===== src/rtl/hexmon_pkg.sv =====
package hexmon_pkg;
    localparam int SUM_W   = 32;
    localparam int SUM_DIG = SUM_W / 4;
    localparam int IDX_W   = $clog2(SUM_DIG);

    localparam logic [7:0] CH_OPEN = 8'h3E;
    localparam logic [7:0] CH_SP   = 8'h20;
    localparam logic [7:0] CH_CR   = 8'h0D;
    localparam logic [7:0] CH_BAD  = 8'h3F;
    localparam logic [15:0] MN_LOAD = 16'h4C48;
    localparam logic [15:0] MN_SUM  = 16'h4353;

    typedef enum logic [3:0] {
        ST_OFF, ST_IDLE, ST_MN1, ST_MN2, ST_SEP, ST_ADA, ST_ADB, ST_RANGE,
        ST_LDHI, ST_LDLO, ST_SUMRD, ST_SUMEND, ST_TXHEX, ST_TXCR, ST_ERR
    } mon_state_e;

    typedef enum logic {OP_LOAD, OP_SUM} mon_op_e;

    function automatic logic [7:0] nib_to_asc(input logic [3:0] n);
        return (n < 4'd10) ? (8'h30 + {4'h0, n}) : (8'h37 + {4'h0, n});
    endfunction
endpackage


===== src/rtl/hexmon_arm.sv =====
module hexmon_arm #(
    parameter int KEY_W  = 8,
    parameter int BOOT_N = 3
) (
    input  logic              clk,
    input  logic              rst_n,
    input  logic [KEY_W-1:0]  sec_key,
    input  logic [BOOT_N-1:0] boot_fail,
    output logic              live
);
    logic armed_q;
    logic key_zero;

    assign key_zero = (sec_key == '0);

    always_ff @(posedge clk or negedge rst_n) begin
        if (!rst_n)
            armed_q <= 1'b0;
        else if (key_zero && (&boot_fail))
            armed_q <= 1'b1;
    end

    assign live = armed_q && key_zero;
endmodule


===== src/rtl/hexmon_nibdec.sv =====
module hexmon_nibdec (
    input  logic [7:0] ch,
    output logic       ok,
    output logic [3:0] nib
);
    always_comb begin
        ok  = 1'b1;
        nib = 4'h0;
        if (ch >= 8'h30 && ch <= 8'h39)
            nib = ch[3:0];
        else if ((ch >= 8'h41 && ch <= 8'h46) || (ch >= 8'h61 && ch <= 8'h66))
            nib = ch[3:0] + 4'd9;
        else
            ok = 1'b0;
    end
endmodule


===== src/rtl/hexmon_sumacc.sv =====
module hexmon_sumacc #(
    parameter int W = 32
) (
    input  logic         clk,
    input  logic         rst_n,
    input  logic         clr,
    input  logic         add,
    input  logic [7:0]   din,
    output logic [W-1:0] sum
);
    always_ff @(posedge clk or negedge rst_n) begin
        if (!rst_n)
            sum <= '0;
        else if (clr)
            sum <= '0;
        else if (add)
            sum <= sum + {{(W-8){1'b0}}, din};
    end
endmodule


===== src/rtl/hexmon_top.sv =====
module hexmon_top
    import hexmon_pkg::*;
#(
    parameter int ADDR_W = 16,
    parameter int KEY_W  = 8,
    parameter int BOOT_N = 3
) (
    input  logic              clk,
    input  logic              rst_n,
    input  logic [KEY_W-1:0]  sec_key,
    input  logic [BOOT_N-1:0] boot_fail,
    input  logic [7:0]        rx_data,
    input  logic              rx_valid,
    output logic              rx_ready,
    output logic [7:0]        tx_data,
    output logic              tx_valid,
    input  logic              tx_ready,
    output logic [ADDR_W-1:0] mem_addr,
    output logic              mem_we,
    output logic [7:0]        mem_wdata,
    output logic              mem_re,
    input  logic [7:0]        mem_rdata
);
    mon_state_e        st_q, st_n;
    mon_op_e           op_q, op_n;
    logic [7:0]        first_q, first_n;
    logic [ADDR_W-1:0] a_q, a_n;
    logic [ADDR_W-1:0] b_q, b_n;
    logic              dig_q, dig_n;
    logic [3:0]        hi_q, hi_n;
    logic [IDX_W-1:0]  idx_q, idx_n;
    logic              pend_q;
    logic              sum_clr;
    logic              live;
    logic              take;
    logic              is_hex;
    logic [3:0]        nib;
    logic [SUM_W-1:0]  sum;

    hexmon_arm #(.KEY_W(KEY_W), .BOOT_N(BOOT_N)) u_arm (
        .clk(clk), .rst_n(rst_n), .sec_key(sec_key),
        .boot_fail(boot_fail), .live(live)
    );

    hexmon_nibdec u_dec (.ch(rx_data), .ok(is_hex), .nib(nib));

    hexmon_sumacc #(.W(SUM_W)) u_acc (
        .clk(clk), .rst_n(rst_n), .clr(sum_clr), .add(pend_q),
        .din(mem_rdata), .sum(sum)
    );

    assign take = rx_valid && rx_ready;

    // state register
    always_ff @(posedge clk or negedge rst_n) begin
        if (!rst_n) begin
            st_q    <= ST_OFF;
            op_q    <= OP_LOAD;
            first_q <= 8'h00;
            a_q     <= '0;
            b_q     <= '0;
            dig_q   <= 1'b0;
            hi_q    <= 4'h0;
            idx_q   <= '0;
            pend_q  <= 1'b0;
        end else begin
            st_q    <= st_n;
            op_q    <= op_n;
            first_q <= first_n;
            a_q     <= a_n;
            b_q     <= b_n;
            dig_q   <= dig_n;
            hi_q    <= hi_n;
            idx_q   <= idx_n;
            pend_q  <= live && (st_q == ST_SUMRD);
        end
    end

    // next state
    always_comb begin
        st_n    = st_q;
        op_n    = op_q;
        first_n = first_q;
        a_n     = a_q;
        b_n     = b_q;
        dig_n   = dig_q;
        hi_n    = hi_q;
        idx_n   = idx_q;
        sum_clr = 1'b0;
        if (!live) begin
            st_n = ST_OFF;
        end else begin
            unique case (st_q)
                ST_OFF: st_n = ST_IDLE;
                ST_IDLE: begin
                    if (take && rx_data == CH_OPEN) st_n = ST_MN1;
                end
                ST_MN1: begin
                    if (take) begin
                        first_n = rx_data;
                        st_n    = ST_MN2;
                    end
                end
                ST_MN2: begin
                    if (take) begin
                        if ({first_q, rx_data} == MN_LOAD) begin
                            op_n = OP_LOAD;
                            st_n = ST_SEP;
                        end else if ({first_q, rx_data} == MN_SUM) begin
                            op_n = OP_SUM;
                            st_n = ST_SEP;
                        end else begin
                            st_n = ST_ERR;
                        end
                    end
                end
                ST_SEP: begin
                    if (take) begin
                        if (rx_data == CH_SP) begin
                            st_n  = ST_ADA;
                            a_n   = '0;
                            dig_n = 1'b0;
                        end else begin
                            st_n = ST_ERR;
                        end
                    end
                end
                ST_ADA: begin
                    if (take) begin
                        if (is_hex) begin
                            a_n   = {a_q[ADDR_W-5:0], nib};
                            dig_n = 1'b1;
                        end else if (rx_data == CH_SP && dig_q) begin
                            st_n  = ST_ADB;
                            b_n   = '0;
                            dig_n = 1'b0;
                        end else begin
                            st_n = ST_ERR;
                        end
                    end
                end
                ST_ADB: begin
                    if (take) begin
                        if (is_hex) begin
                            b_n   = {b_q[ADDR_W-5:0], nib};
                            dig_n = 1'b1;
                        end else if (rx_data == CH_CR && dig_q) begin
                            st_n = ST_RANGE;
                        end else begin
                            st_n = ST_ERR;
                        end
                    end
                end
                ST_RANGE: begin
                    if (b_q < a_q) begin
                        st_n = ST_ERR;
                    end else if (op_q == OP_LOAD) begin
                        st_n = ST_LDHI;
                    end else begin
                        st_n    = ST_SUMRD;
                        sum_clr = 1'b1;
                    end
                end
                ST_LDHI: begin
                    if (take) begin
                        if (is_hex) begin
                            hi_n = nib;
                            st_n = ST_LDLO;
                        end else begin
                            st_n = ST_ERR;
                        end
                    end
                end
                ST_LDLO: begin
                    if (take) begin
                        if (!is_hex) begin
                            st_n = ST_ERR;
                        end else if (a_q == b_q) begin
                            st_n = ST_IDLE;
                        end else begin
                            a_n  = a_q + 1'b1;
                            st_n = ST_LDHI;
                        end
                    end
                end
                ST_SUMRD: begin
                    if (a_q == b_q) st_n = ST_SUMEND;
                    else            a_n  = a_q + 1'b1;
                end
                ST_SUMEND: begin
                    st_n  = ST_TXHEX;
                    idx_n = IDX_W'(SUM_DIG - 1);
                end
                ST_TXHEX: begin
                    if (tx_ready) begin
                        if (idx_q == '0) st_n  = ST_TXCR;
                        else             idx_n = idx_q - 1'b1;
                    end
                end
                ST_TXCR: begin
                    if (tx_ready) st_n = ST_IDLE;
                end
                ST_ERR: begin
                    if (tx_ready) st_n = ST_IDLE;
                end
                default: st_n = ST_IDLE;
            endcase
        end
    end

    // outputs
    always_comb begin
        rx_ready  = 1'b0;
        tx_valid  = 1'b0;
        tx_data   = 8'h00;
        mem_we    = 1'b0;
        mem_re    = 1'b0;
        mem_addr  = a_q;
        mem_wdata = {hi_q, nib};
        if (live) begin
            unique case (st_q)
                ST_IDLE, ST_MN1, ST_MN2, ST_SEP, ST_ADA, ST_ADB, ST_LDHI:
                    rx_ready = 1'b1;
                ST_LDLO: begin
                    rx_ready = 1'b1;
                    mem_we   = rx_valid && is_hex;
                end
                ST_SUMRD: mem_re = 1'b1;
                ST_TXHEX: begin
                    tx_valid = 1'b1;
                    tx_data  = nib_to_asc(sum[{idx_q, 2'b00} +: 4]);
                end
                ST_TXCR: begin
                    tx_valid = 1'b1;
                    tx_data  = CH_CR;
                end
                ST_ERR: begin
                    tx_valid = 1'b1;
                    tx_data  = CH_BAD;
                end
                default: ;
            endcase
        end
    end
endmodule


===== config.mk =====
export PLATFORM = sky130hd
export DESIGN_NAME = hexmon_top
export DESIGN_NICKNAME = d
export VERILOG_FILES = /design/src/rtl/hexmon_pkg.sv /design/src/rtl/hexmon_arm.sv /design/src/rtl/hexmon_nibdec.sv /design/src/rtl/hexmon_sumacc.sv /design/src/rtl/hexmon_top.sv
export SDC_FILE = /design/constraint.sdc
export NUM_CORES = 1
export LEC_CHECK = 0
export BUFFER_PORTS_ARGS = -buffer_cell sky130_fd_sc_hd__buf_2
export CAP_MARGIN = 20
export CORE_UTILIZATION = 44
export CTS_CLUSTER_DIAMETER = 120
export DETAILED_ROUTE_END_ITERATION = 8
export PLACE_DENSITY = 0.73
export SLEW_MARGIN = 20
export SYNTH_ARGS = -nofsm -noshare
export SYNTH_HDL_FRONTEND = slang
export SYNTH_HIERARCHICAL = 1
export SYNTH_SLANG_ARGS = --single-unit

===== constraint.sdc =====
create_clock -name clk -period 3.35 [get_ports clk]
set_input_delay 0.1675 -clock clk [delete_from_list [all_inputs] [get_ports clk]]
set_output_delay 0.1675 -clock clk [all_outputs]
set_load 0.03 [all_outputs]

==> run_results.csv <==
group,metric,value,unit
route,drtIter0Drc,498,
min_path,hp-class,"in2async",
place,place_congestion,0.897,
logic_synthesis,netlist_area,0.00650,mm^2
logic_synthesis,yosysMostFrequentCell,"nand2_1",
final_layout,area_growth_syn_to_layout,13.8,%
worst_setup_path,critical_path.slowest_cell,"dfrtp_1",
place,pre_cts_ws,0.290,ns
outcome,status,"finished, violations left",
pwr,leakagePower,3.20,nW
timing,drv_slew,0,
route,ant_nets,0,
pwr,swShare,21.1,%
route,vias,5842,
final_layout,num_antenna_cells,0,
worst_setup_path,critPathMaxStageDelay,0.42,ns
clocking,clkSinkCount,87,
logic_synthesis,synth_warnings,6,
logic_synthesis,synth-seq-area-share,33.5,%
logic_synthesis,ys.flop_type,"dfrtp_1",
logic_synthesis,synth.avg_cell_area,8.80,um^2
pwr,clkPwrFrac,52.2,%
pwr,comb_power_share,5.0,%
route,drt-pass1-iter-count,6,
pwr,irDropWorstVdd,264,uV
die,rows,44,
route,drt-vias-per-instance,5.94,
timing,fmax,317,MHz
logic_synthesis,ys_ff_latch,87,
global_route,overflow,0,
clocking,root_buffer,"clkbuf_16",
logic_synthesis,synth_edf_count,0,
pwr,p_sw,0.000518,W
pwr,seqPwrFrac,42.8,%
worst_setup_path,crit_path_end_kind,"flop",
timing,hold_viol,58,
timing,relSlewSlack,30.8,%
flow_run,max_cap_viol_count,0,
timing,post-route-period-util,94.1,%
worst_setup_path,worst_ep_arrival_time,3.38,ns
timing,skew,0.0110,ns
logic_synthesis,async_flop_share,100,%
final_layout,drive_gt1_share,22.9,%
timing,whs,-0.0550,ns
timing,tightestPinTransition,1.03,ns
timing,setup_viol,0,
logic_synthesis,synth_cell_types,83,
pwr,p_int,0.00194,W
logic_synthesis,yosysTopAreaCell,"dfrtp_1",
worst_setup_path,crit_path_max_fanout,7,
place,port_buffers,65,
global_route,grt_max_degree,74,
timing,worst_slack,0.199,ns
clocking,clock_path_buffers,2,
logic_synthesis,synth_top_area_share,33.5,%
logic_synthesis,syn-num-nets,801,
outcome,violations,"negative hold slack",
logic_synthesis,syn_inst,738,
final_layout,utilization,51.1,%
clocking,path_clk_slew,0.07,ns
worst_setup_path,start_kind,"flop",
worst_setup_path,critical_path.cell_chain,"inv_1 > ha_1 > and4_1 > nand3_1 > a21oi_2 > a21oi_1 > a21oi_4 > o211ai_1 > nor3_4 > buf_4 > nand4_1 > a211oi_2 > mux2_1",
timing,fin_crit,3.15,ns
global_route,antenna_found_initial,0,
clocking,cts_tree,"done",
die,ios,67,
global_route,grt_pass1_wl,26700,um
final_layout,layout.nets,858,
pwr,finalPower,0.00246,W
route,routed_wirelength,15800,um
global_route,track_usage,22.3,%
clocking,clock_latency,0.35,ns
route,wl_per_cell,16.1,um
clocking,cts_buffers,9,
die,die_x,124,um
die,start_util,44.9,%
worst_setup_path,critPathRequiredTime,3.58,ns
global_route,grt_pass1_vias,5321,
clocking,htreeDepth,3,
worst_setup_path,path_class,"reg2reg",
die,die_y,124,um
logic_synthesis,synthTopCellsByCount,"95 x nand2_1, 87 x dfrtp_1, 63 x a21oi_1",
route,drc,0,
logic_synthesis,synth.top_cells.by_area,"dfrtp_1 34%, ha_1 6.0%, nand2_1 5.5%",
die,dieArea,0.0153,mm^2
pwr,powerDensity,332,mW/mm^2
die,core,0.0145,mm^2
place,detailed_place_hpwl,11400,um
-- final cells by class --
type	count	area, um^2
inverters	35	131
repair buffers	85	478
clock buffers	11	253
flip-flops and latches	87	2180
fillers	1358	7090
well taps	184	230
multi-input cells	577	3990
clock inverters	5	128
-- sequential cells by signal, indices dropped and copies added, names as in the netlist, 3 cells and up --
register   flops
idx_q          3
b_q           16
mem_addr      16
st_q           4
u_acc/sum     32
first_q        8
hi_q           4
-- path summary, 6_finish.rpt --
kind	end	from	cells past startpoint	slack, ns
max	u_acc/sum[31]$_DFFE_PN0P_	mem_addr[11]$_DFFE_PN0P_	13	0.20
min	mem_addr[12]$_DFFE_PN0P_	rst_n	1	-0.06
max reg2reg	u_acc/sum[31]$_DFFE_PN0P_	mem_addr[11]$_DFFE_PN0P_	13	0.20
min reg2reg	u_arm/armed_q$_DFFE_PN0P_	u_arm/armed_q$_DFFE_PN0P_	2	0.45
max in group asynchronous	u_acc/sum[24]$_DFFE_PN0P_	rst_n	2	2.61
min in group clk	u_arm/armed_q$_DFFE_PN0P_	boot_fail[1]	3	0.08
-- critical path, delay by kind of cell (launching register included) --
| kind | cells | cell delay (ns) |
|---|---|---|
| buffers and inverters | 2 | 0.27 |
| AO/OA/AOI/OAI | 5 | 0.80 |
| adder cells (fa/ha/maj) | 1 | 0.32 |
| flip-flops | 1 | 0.42 |
| multiplexers | 1 | 0.33 |
| AND/OR/NAND/NOR | 4 | 0.88 |
-- through the flow --
stage               std cells  TNS (ns)  cell area, um^2
detailed placement        965         0             6980
floorplan                 738         0             6500
global placement          965         0             6980
finish                    984         0             7390
CTS                       981         0             7360
global route              984   -0.0196             7390
-- power groups by stage --
| stage | logic [W] | registers, W | clock network [W] |
|---|---|---|---|
| 2_1_floorplan | 0.0000619 | 0.00107 | 0 |
| 3_3_place_gp | 0.000123 | 0.00107 | 0 |
| 3_5_place_dp | 0.000125 | 0.00107 | 0 |
| 4_1_cts | 0.000125 | 0.00105 | 0.00130 |
| 5_1_grt | 0.000137 | 0.00105 | 0.00134 |
| 6_report | 0.000123 | 0.00105 | 0.00128 |
-- kinds of logic after synthesis --
group / count (synthesis) / share of synthesized area, %
and+or+nand+nor: 298 / 25.1
AOI/OAI and AO/OA: 197 / 20.1
DFF: 87 / 33.5
buffers and inverters: 74 / 5.35
muxes: 45 / 9.05
adders and majority gates: 32 / 6.28
xor gates and xnor gates: 4 / 0.539
other: 1 / 0.0577
-- placed cells by master, fill, tap and decap left out, types with 18 or more instances in the layout --
cell type,n
nor2_1,51
buf_2,64
o21ai_0,37
dfrtp_1,82
mux2_2,27
a21oi_1,61
nand2_1,95
buf_4,21
ha_1,31
nor2b_1,23
nor3_1,18
inv_1,33
nand3_1,19
-- metal layers --
layer / part of all wire, % / up-vias / GRT usage, %
li1: - / 2823 / -
met1: 46 / 2791 / 31.2
met2: 47 / 204 / 34.7
met3: 5.6 / 24 / 3.32
met4: 1.9 / 0 / 8.43
met5: 0 / - / 0
-- repair_timing --
| item | 4_1_cts | 5_1_grt |
|---|---|---|
| setup buffers | 0 | 3 |
| hold buffers | 0 | 0 |
| endpoints found under the hold margin | 0 | 0 |
| gates resized for setup | 0 | 7 |
| setup endpoints to repair | 0 | 4 |
Power figures use the tool's default switching activity.
